===== config.mk =====
export PLATFORM = sky130hd
export DESIGN_NAME = pingpong_dma_chan
export DESIGN_NICKNAME = d
export VERILOG_FILES = /design/src/rtl/ppdma_pkg.sv /design/src/rtl/ppdma_regs.sv /design/src/rtl/ppdma_engine.sv /design/src/rtl/pingpong_dma_chan.sv
export SDC_FILE = /design/constraint.sdc
export NUM_CORES = 1
export LEC_CHECK = 0
export BUFFER_PORTS_ARGS = -buffer_cell sky130_fd_sc_hd__buf_2
export CAP_MARGIN = 10
export CELL_PAD_IN_SITES_DETAIL_PLACEMENT = 1
export CELL_PAD_IN_SITES_GLOBAL_PLACEMENT = 2
export CORE_MARGIN = 2
export CORE_UTILIZATION = 37
export DETAILED_ROUTE_END_ITERATION = 10
export PLACE_DENSITY = 0.88
export SLEW_MARGIN = 20
export SYNTH_ARGS = -nofsm -noshare
export SYNTH_HDL_FRONTEND = slang
export SYNTH_SLANG_ARGS = --single-unit

===== constraint.sdc =====
create_clock -name clk -period 12.1 [get_ports clk]
set_input_delay 1.21 -clock clk [delete_from_list [all_inputs] [get_ports clk]]
set_output_delay 1.21 -clock clk [all_outputs]
set_load 0.02 [all_outputs]

===== src/rtl/ppdma_pkg.sv =====
package ppdma_pkg;
  localparam int unsigned REG_W = 32;

  // register byte offsets
  localparam logic [4:0] OFS_MSET = 5'h00;
  localparam logic [4:0] OFS_MCLR = 5'h04;
  localparam logic [4:0] OFS_PER  = 5'h08;
  localparam logic [4:0] OFS_S0   = 5'h0C;
  localparam logic [4:0] OFS_C0   = 5'h10;
  localparam logic [4:0] OFS_S1   = 5'h14;
  localparam logic [4:0] OFS_C1   = 5'h18;

  // mode word bit positions
  localparam int unsigned BIT_EN0  = 0;
  localparam int unsigned BIT_DN0  = 1;
  localparam int unsigned BIT_EN1  = 2;
  localparam int unsigned BIT_DN1  = 3;
  localparam int unsigned BIT_AB   = 4;
  localparam int unsigned BIT_RUN  = 5;
  localparam int unsigned BIT_HALT = 6;
  localparam int unsigned WID_LSB  = 7;
  localparam int unsigned BIT_DIR  = 12;

  // stored-only configuration bits: width, size, dir, endian, id, addr-high
  localparam logic [REG_W-1:0] CFG_MASK = 32'h00FF_3980;

  typedef enum logic [1:0] {ENG_IDLE, ENG_RD, ENG_WR} eng_state_t;

  function automatic logic [1:0] width_shift(input logic [1:0] code);
    case (code)
      2'd0:    width_shift = 2'd0;
      2'd1:    width_shift = 2'd1;
      default: width_shift = 2'd2;
    endcase
  endfunction
endpackage


===== src/rtl/ppdma_regs.sv =====
module ppdma_regs
  import ppdma_pkg::*;
#(
  parameter int unsigned ADDR_W = 32,
  parameter int unsigned CNT_W  = 16,
  parameter int unsigned HI_W   = 4
) (
  input  logic              clk,
  input  logic              rst,
  input  logic              reg_we,
  input  logic [4:0]        reg_addr,
  input  logic [REG_W-1:0]  reg_wdata,
  output logic [REG_W-1:0]  reg_rdata,
  input  logic              eng_idle,
  input  logic              unit_done,
  input  logic              halt_in,
  output logic              run,
  output logic              dir,
  output logic              act_ready,
  output logic [ADDR_W-1:0] mem_addr,
  output logic [ADDR_W-1:0] periph_addr,
  output logic              done_irq,
  output logic [CNT_W+1:0]  remaining
);
  logic [REG_W-1:0]  cfg_q, cfg_n;
  logic [1:0]        en_q, en_n, dn_q, dn_n;
  logic              run_q, run_n, ab_q, ab_n;
  logic [CNT_W-1:0]  ofs_q, ofs_n;
  logic [ADDR_W-1:0] per_q, per_n;
  logic [ADDR_W-1:0] start_q [2];
  logic [ADDR_W-1:0] start_n [2];
  logic [CNT_W-1:0]  cnt_q [2];
  logic [CNT_W-1:0]  cnt_n [2];
  logic [HI_W-1:0]   hi_q [2];
  logic [HI_W-1:0]   hi_n [2];
  logic [1:0]        shift;
  logic [REG_W-1:0]  mode_word, rd_n;

  assign shift = width_shift(cfg_q[WID_LSB +: 2]);

  always_comb begin
    cfg_n = cfg_q; en_n = en_q; dn_n = dn_q; run_n = run_q;
    ab_n = ab_q; ofs_n = ofs_q; per_n = per_q;
    for (int b = 0; b < 2; b++) begin
      start_n[b] = start_q[b]; cnt_n[b] = cnt_q[b]; hi_n[b] = hi_q[b];
    end
    // channel progress
    if (unit_done) begin
      cnt_n[ab_q] = cnt_q[ab_q] - 1'b1;
      ofs_n = ofs_q + 1'b1;
      if (cnt_q[ab_q] == CNT_W'(1)) begin
        dn_n[ab_q] = 1'b1; en_n[ab_q] = 1'b0; ofs_n = '0;
      end
    end else if (eng_idle && en_q[ab_q] && cnt_q[ab_q] == '0) begin
      dn_n[ab_q] = 1'b1; en_n[ab_q] = 1'b0; ofs_n = '0;
    end else if (eng_idle && !en_q[ab_q] && en_q[~ab_q]) begin
      ab_n = ~ab_q; ofs_n = '0;
    end
    // software access, applied on top of progress
    if (reg_we) begin
      case (reg_addr)
        OFS_MSET: begin
          cfg_n = cfg_n | (reg_wdata & CFG_MASK);
          en_n[0] = en_n[0] | reg_wdata[BIT_EN0];
          en_n[1] = en_n[1] | reg_wdata[BIT_EN1];
          run_n = run_n | reg_wdata[BIT_RUN];
        end
        OFS_MCLR: begin
          cfg_n = cfg_n & ~(reg_wdata & CFG_MASK);
          en_n[0] = en_n[0] & ~reg_wdata[BIT_EN0];
          en_n[1] = en_n[1] & ~reg_wdata[BIT_EN1];
          dn_n[0] = dn_n[0] & ~reg_wdata[BIT_DN0];
          dn_n[1] = dn_n[1] & ~reg_wdata[BIT_DN1];
          run_n = run_n & ~reg_wdata[BIT_RUN];
        end
        OFS_PER: per_n = reg_wdata[ADDR_W-1:0];
        OFS_S0:  start_n[0] = reg_wdata[ADDR_W-1:0];
        OFS_S1:  start_n[1] = reg_wdata[ADDR_W-1:0];
        OFS_C0: begin
          cnt_n[0] = reg_wdata[CNT_W-1:0]; hi_n[0] = reg_wdata[CNT_W +: HI_W];
        end
        OFS_C1: begin
          cnt_n[1] = reg_wdata[CNT_W-1:0]; hi_n[1] = reg_wdata[CNT_W +: HI_W];
        end
        default: ;
      endcase
    end
  end

  always_comb begin
    mode_word = cfg_q;
    mode_word[BIT_EN0]  = en_q[0];
    mode_word[BIT_DN0]  = dn_q[0];
    mode_word[BIT_EN1]  = en_q[1];
    mode_word[BIT_DN1]  = dn_q[1];
    mode_word[BIT_AB]   = ab_q;
    mode_word[BIT_RUN]  = run_q;
    mode_word[BIT_HALT] = halt_in;
    case (reg_addr)
      OFS_MSET: rd_n = mode_word;
      OFS_PER:  rd_n = REG_W'(per_q);
      OFS_S0:   rd_n = REG_W'(start_q[0]);
      OFS_S1:   rd_n = REG_W'(start_q[1]);
      OFS_C0:   rd_n = REG_W'({hi_q[0], cnt_q[0]});
      OFS_C1:   rd_n = REG_W'({hi_q[1], cnt_q[1]});
      default:  rd_n = '0;
    endcase
  end

  always_ff @(posedge clk) begin
    if (rst) begin
      cfg_q <= '0; en_q <= '0; dn_q <= '0; run_q <= 1'b0; ab_q <= 1'b0;
      ofs_q <= '0; per_q <= '0; reg_rdata <= '0;
      for (int b = 0; b < 2; b++) begin
        start_q[b] <= '0; cnt_q[b] <= '0; hi_q[b] <= '0;
      end
    end else begin
      cfg_q <= cfg_n; en_q <= en_n; dn_q <= dn_n; run_q <= run_n; ab_q <= ab_n;
      ofs_q <= ofs_n; per_q <= per_n; reg_rdata <= rd_n;
      for (int b = 0; b < 2; b++) begin
        start_q[b] <= start_n[b]; cnt_q[b] <= cnt_n[b]; hi_q[b] <= hi_n[b];
      end
    end
  end

  assign run         = run_q;
  assign dir         = cfg_q[BIT_DIR];
  assign act_ready   = en_q[ab_q] && (cnt_q[ab_q] != '0);
  assign mem_addr    = start_q[ab_q] + (ADDR_W'(ofs_q) << shift);
  assign periph_addr = per_q;
  assign done_irq    = dn_q[0] | dn_q[1];
  assign remaining   = {2'b00, cnt_q[ab_q]} << shift;
endmodule


===== src/rtl/ppdma_engine.sv =====
module ppdma_engine
  import ppdma_pkg::*;
#(
  parameter int unsigned ADDR_W = 32,
  parameter int unsigned DATA_W = 32
) (
  input  logic              clk,
  input  logic              rst,
  input  logic              run,
  input  logic              dir,
  input  logic              act_ready,
  input  logic              periph_req,
  input  logic [ADDR_W-1:0] mem_addr,
  input  logic [ADDR_W-1:0] periph_addr,
  output logic              bus_valid,
  output logic              bus_we,
  output logic [ADDR_W-1:0] bus_addr,
  output logic [DATA_W-1:0] bus_wdata,
  input  logic              bus_ready,
  input  logic [DATA_W-1:0] bus_rdata,
  output logic              eng_idle,
  output logic              unit_done,
  output logic              halted
);
  eng_state_t        state_q;
  logic [ADDR_W-1:0] dst_q;

  always_ff @(posedge clk) begin
    if (rst) begin
      state_q <= ENG_IDLE; dst_q <= '0; bus_valid <= 1'b0; bus_we <= 1'b0;
      bus_addr <= '0; bus_wdata <= '0; halted <= 1'b1;
    end else begin
      halted <= !run && (state_q == ENG_IDLE);
      case (state_q)
        ENG_IDLE: if (run && act_ready && periph_req) begin
          bus_valid <= 1'b1;
          bus_we    <= 1'b0;
          bus_addr  <= dir ? mem_addr : periph_addr;
          dst_q     <= dir ? periph_addr : mem_addr;
          state_q   <= ENG_RD;
        end
        ENG_RD: if (bus_ready) begin
          bus_we    <= 1'b1;
          bus_addr  <= dst_q;
          bus_wdata <= bus_rdata;
          state_q   <= ENG_WR;
        end
        default: if (bus_ready) begin
          bus_valid <= 1'b0;
          bus_we    <= 1'b0;
          state_q   <= ENG_IDLE;
        end
      endcase
    end
  end

  assign eng_idle  = (state_q == ENG_IDLE);
  assign unit_done = (state_q == ENG_WR) && bus_ready;
endmodule


===== src/rtl/pingpong_dma_chan.sv =====
module pingpong_dma_chan
  import ppdma_pkg::*;
#(
  parameter int unsigned ADDR_W = 32,
  parameter int unsigned DATA_W = 32,
  parameter int unsigned CNT_W  = 16,
  parameter int unsigned HI_W   = 4
) (
  input  logic              clk,
  input  logic              rst,
  input  logic              reg_we,
  input  logic [4:0]        reg_addr,
  input  logic [31:0]       reg_wdata,
  output logic [31:0]       reg_rdata,
  input  logic              periph_req,
  output logic              bus_valid,
  output logic              bus_we,
  output logic [ADDR_W-1:0] bus_addr,
  output logic [DATA_W-1:0] bus_wdata,
  input  logic              bus_ready,
  input  logic [DATA_W-1:0] bus_rdata,
  output logic              done_irq,
  output logic [CNT_W+1:0]  remaining_bytes
);
  logic              go_w, dir_w, act_ready_w, eng_idle_w, unit_done_w, halt_w;
  logic [ADDR_W-1:0] mem_addr_w, per_addr_w;

  ppdma_regs #(.ADDR_W(ADDR_W), .CNT_W(CNT_W), .HI_W(HI_W)) regs_i (
    .clk(clk), .rst(rst), .reg_we(reg_we), .reg_addr(reg_addr),
    .reg_wdata(reg_wdata), .reg_rdata(reg_rdata), .eng_idle(eng_idle_w),
    .unit_done(unit_done_w), .halt_in(halt_w), .run(go_w), .dir(dir_w),
    .act_ready(act_ready_w), .mem_addr(mem_addr_w), .periph_addr(per_addr_w),
    .done_irq(done_irq), .remaining(remaining_bytes)
  );

  ppdma_engine #(.ADDR_W(ADDR_W), .DATA_W(DATA_W)) eng_i (
    .clk(clk), .rst(rst), .run(go_w), .dir(dir_w), .act_ready(act_ready_w),
    .periph_req(periph_req), .mem_addr(mem_addr_w), .periph_addr(per_addr_w),
    .bus_valid(bus_valid), .bus_we(bus_we), .bus_addr(bus_addr),
    .bus_wdata(bus_wdata), .bus_ready(bus_ready), .bus_rdata(bus_rdata),
    .eng_idle(eng_idle_w), .unit_done(unit_done_w), .halted(halt_w)
  );
endmodule


==> results.json <==
{
  "area_overhead_vs_synth_pct": 16.16,
  "worstSkewPairLatency_ns": 0.57,
  "critical_path.slowest_cell": "sky130_fd_sc_hd__mux2i_1",
  "maxCapViolations": 0,
  "run_status": "completed",
  "clock_sink_count": 304,
  "clock.fmax_mhz": 216.2,
  "yosys_warnings": 0,
  "drive_gt1_frac": 0.1573,
  "synth_top_cell_by_area": "sky130_fd_sc_hd__dfxtp_1",
  "io_pins": 191,
  "die_w_um": 209.8,
  "effective_utilization_at_floorplan": 0.3745,
  "regArea_mm2": 0.006096,
  "finish.net_count": 2206,
  "synth-seq-area-share": 0.3883,
  "rsz0062_at_grt": "no",
  "routed_wirelength_mm": 61.00,
  "detail_routed_via_count_per_cell": 5.922,
  "detailedRoute.firstIterationViolations": 937,
  "finalSetupViolations": 0,
  "dp_hpwl_mm": 41.58,
  "drc": 0,
  "hold_class": "flip-flop to flip-flop",
  "critical_path.n_buffers_inverters": 3,
  "critical-path-max-stage-delay_ns": 0.69,
  "post_drt_wl_per_cell_um": 22.79,
  "ffs_w_async_s_r_synth": 0,
  "layout_min_cycle_time_ns": 4.626,
  "place.gp.congestion": 0.8577,
  "vdd.ir_drop.worst_uv": 80.27,
  "synth-edff-count": 0,
  "number_of_hold_violations_in_the_final_report": 0,
  "worst_clock_skew_ns": 0.03087,
  "path_max_fanout": 55,
  "postCtsHoldBufs": 0,
  "grt_start_max_net_pins": 115,
  "htree_num_levels": 2,
  "placed_cell_count": 2606,
  "synth-main-ff-cell": "sky130_fd_sc_hd__dfxtp_1",
  "syn-num-nets": 2115,
  "largest_buffer_count_on_any_clock_path": 3,
  "powerDensity_mw_per_mm2": 126.6,
  "cpLargestDelayFamily": "buffers and inverters",
  "floorplan.rows": 75,
  "fin_crit_sh": 0.3823,
  "synth_largest_type_area_fraction": 0.3883,
  "worst_slew_margin_rel": 0.2295,
  "synth.area.top_cells": "sky130_fd_sc_hd__dfxtp_1, sky130_fd_sc_hd__nand2_1, sky130_fd_sc_hd__a21oi_1",
  "synthesis.area_per_instance_um2": 7.771,
  "clk_pin_slew_worst_paths_ns": 0.06,
  "numPortBuffers": 190,
  "timing.critical_path.required_ns": 12.53,
  "ctsRootBufferMaster": "sky130_fd_sc_hd__clkbuf_16",
  "worst-slew-pin-transition_ns": 1.152,
  "global_route.overflow_total": 0,
  "syn-instance-count": 2017,
  "cp-start-kind": "flip-flop",
  "post-cts-setup-buffers": 0,
  "cts_tree": "yes",
  "timing.hold.worst.start": "eng_i.bus_wdata[15]$_SDFFE_PP0P_",
  "crit_path_end_kind": "flip-flop",
  "via_count_of_the_first_global_routing_pass": 15771,
  "crit_path_cell_chain": "buf_4 > mux2i_1 > ha_1 > inv_1 > o41a_2 > buf_4 > nor2_8 > or3_1 > o21ai_1 > a2111oi_1",
  "synth-seq-cells": 304,
  "critical_path_class": "flip-flop to flip-flop",
  "post_synth_cell_types": 82,
  "all_layer_global_routing_usage": 0.2698,
  "most_frequent_cell_on_the_critical_path": "sky130_fd_sc_hd__buf_4",
  "fin_total_pwr_mw": 2.304,
  "antenna_found_initial": 2,
  "grt_pass1_wl_mm": 93.04,
  "nFillCells": 5128,
  "cts_resized": 0,
  "mostFrequentLayoutCell": "sky130_fd_sc_hd__nand2_1",
  "die_y_um": 209.8,
  "total_via_count_in_the_routed_design": 15846,
  "design.die.area_mm2": 0.04402,
  "worst_ep_arrival_time_ns": 5.05,
  "power.static_leakage_nw": 6.547,
  "cts-buffers-inserted": 38,
  "finalSetupTns_ns": 0,
  "multi_input_comb_area_mm2": 0.008924,
  "synthesis.area_mm2": 0.01567,
  "finalMaxSlewViolations": 0,
  "post_route_antenna_net_violation_count": 0,
  "drt_first_pass_iters": 7,
  "final_cell_mix": "sky130_fd_sc_hd__nand2_1, sky130_fd_sc_hd__dfxtp_1, sky130_fd_sc_hd__a21oi_1, sky130_fd_sc_hd__buf_2, sky130_fd_sc_hd__nor2_1",
  "final_cells": 2676,
  "design.core.area_mm2": 0.04185
}
-- worst reg2reg max path, cell delays in order, from the launching register on --
cell,delay [ns]
sky130_fd_sc_hd__dfxtp_4,0.68
sky130_fd_sc_hd__buf_4,0.63
sky130_fd_sc_hd__mux2i_1,0.70
sky130_fd_sc_hd__ha_1,0.26
sky130_fd_sc_hd__inv_1,0.08
sky130_fd_sc_hd__o41a_2,0.50
sky130_fd_sc_hd__buf_4,0.33
sky130_fd_sc_hd__nor2_8,0.61
sky130_fd_sc_hd__or3_1,0.21
sky130_fd_sc_hd__o21ai_1,0.07
sky130_fd_sc_hd__a2111oi_1,0.42
-- per-layer routing --
| metal | vias to the layer above | track usage | part of all wire |
|---|---|---|---|
| li1 | 7381 | - | - |
| met1 | 7929 | 0.3500 | 0.44 |
| met2 | 423 | 0.4516 | 0.48 |
| met3 | 111 | 0.04250 | 0.052 |
| met4 | 2 | 0.1020 | 0.031 |
| met5 | - | 0 | 0.00021 |
-- power by group --
part	leakage [nW]	switching, mW	internal [mW]
clock network	0.643	0.467	0.726
registers	2.45	0.00777	1.01
logic	3.45	0.0692	0.0292
-- synthesized netlist by cell type, drive strengths merged, types with 5 or more instances --
master,instances
a2111oi,6
a211o,7
a211oi,39
a21boi,6
a21o,7
a21oi,261
a221oi,9
a22oi,75
a311oi,28
a31oi,24
and2,13
and3,9
buf,31
clkbuf,132
dfxtp,304
ha,23
inv,13
mux2,27
mux2i,77
nand2,423
nand2b,11
nand3,30
nand3b,17
nor2,156
nor2b,5
nor3,49
nor4,13
o211ai,29
o21a,5
o21ai,77
o21bai,6
o22ai,5
or3,7
xnor2,23
xor2,11
-- path summary, 6_finish.rpt --
check,slack [ns],cells after the start,to
worst max-delay path,7.47,10,eng_i.bus_addr[17]$_SDFFE_PP0P_
worst min-delay path,0.45,2,eng_i.bus_wdata[15]$_SDFFE_PP0P_
worst max register to register,7.47,10,eng_i.bus_addr[17]$_SDFFE_PP0P_
worst min register to register,0.45,2,eng_i.bus_wdata[15]$_SDFFE_PP0P_
-- through the flow --
step	setup WS (ns)	util	hold WS [ns]	area, um^2
2_1_floorplan	7.740	-	0.4328	15670
3_3_place_gp	7.773	0.4031	0.4398	16870
3_5_place_dp	7.528	0.4031	0.4461	16870
4_1_cts	7.492	0.4344	0.4573	18180
5_1_grt	7.215	0.4349	0.4761	18200
6_report	7.474	0.4350	0.4536	18210
-- state kept, by name (all words and copies together), names as in the netlist, 8 cells and up, named ones only --
| signal | cells |
|---|---|
| regs_i.hi_q | 8 |
| regs_i.ofs_q | 16 |
| regs_i.reg_rdata | 32 |
| regs_i.periph_addr | 32 |
| eng_i.bus_addr | 32 |
| regs_i.start_q | 64 |
| eng_i.bus_wdata | 32 |
| regs_i.cnt_q | 32 |
| eng_i.dst_q | 32 |
-- cell families after synthesis --
family | synth area share
AOI/OAI and AO/OA | 0.2486
xor gates and xnor gates | 0.01900
adders and majority gates | 0.01964
and+or+nand+nor | 0.2103
buffers and inverters | 0.04486
muxes | 0.06905
DFF | 0.3883
other | 0.0002393
-- cell type report --
class / instances / area share
tap: 539 / 0.03704
multi-input combinational: 1537 / 0.4901
clock inverter: 9 / 0.008041
timing repair buffer: 214 / 0.06336
inverter: 13 / 0.002680
sequential: 304 / 0.3348
clock buffer: 59 / 0.06378
antenna: 1 / 0.0001374
No activity file was read; power rests on OpenSTA's default activity.
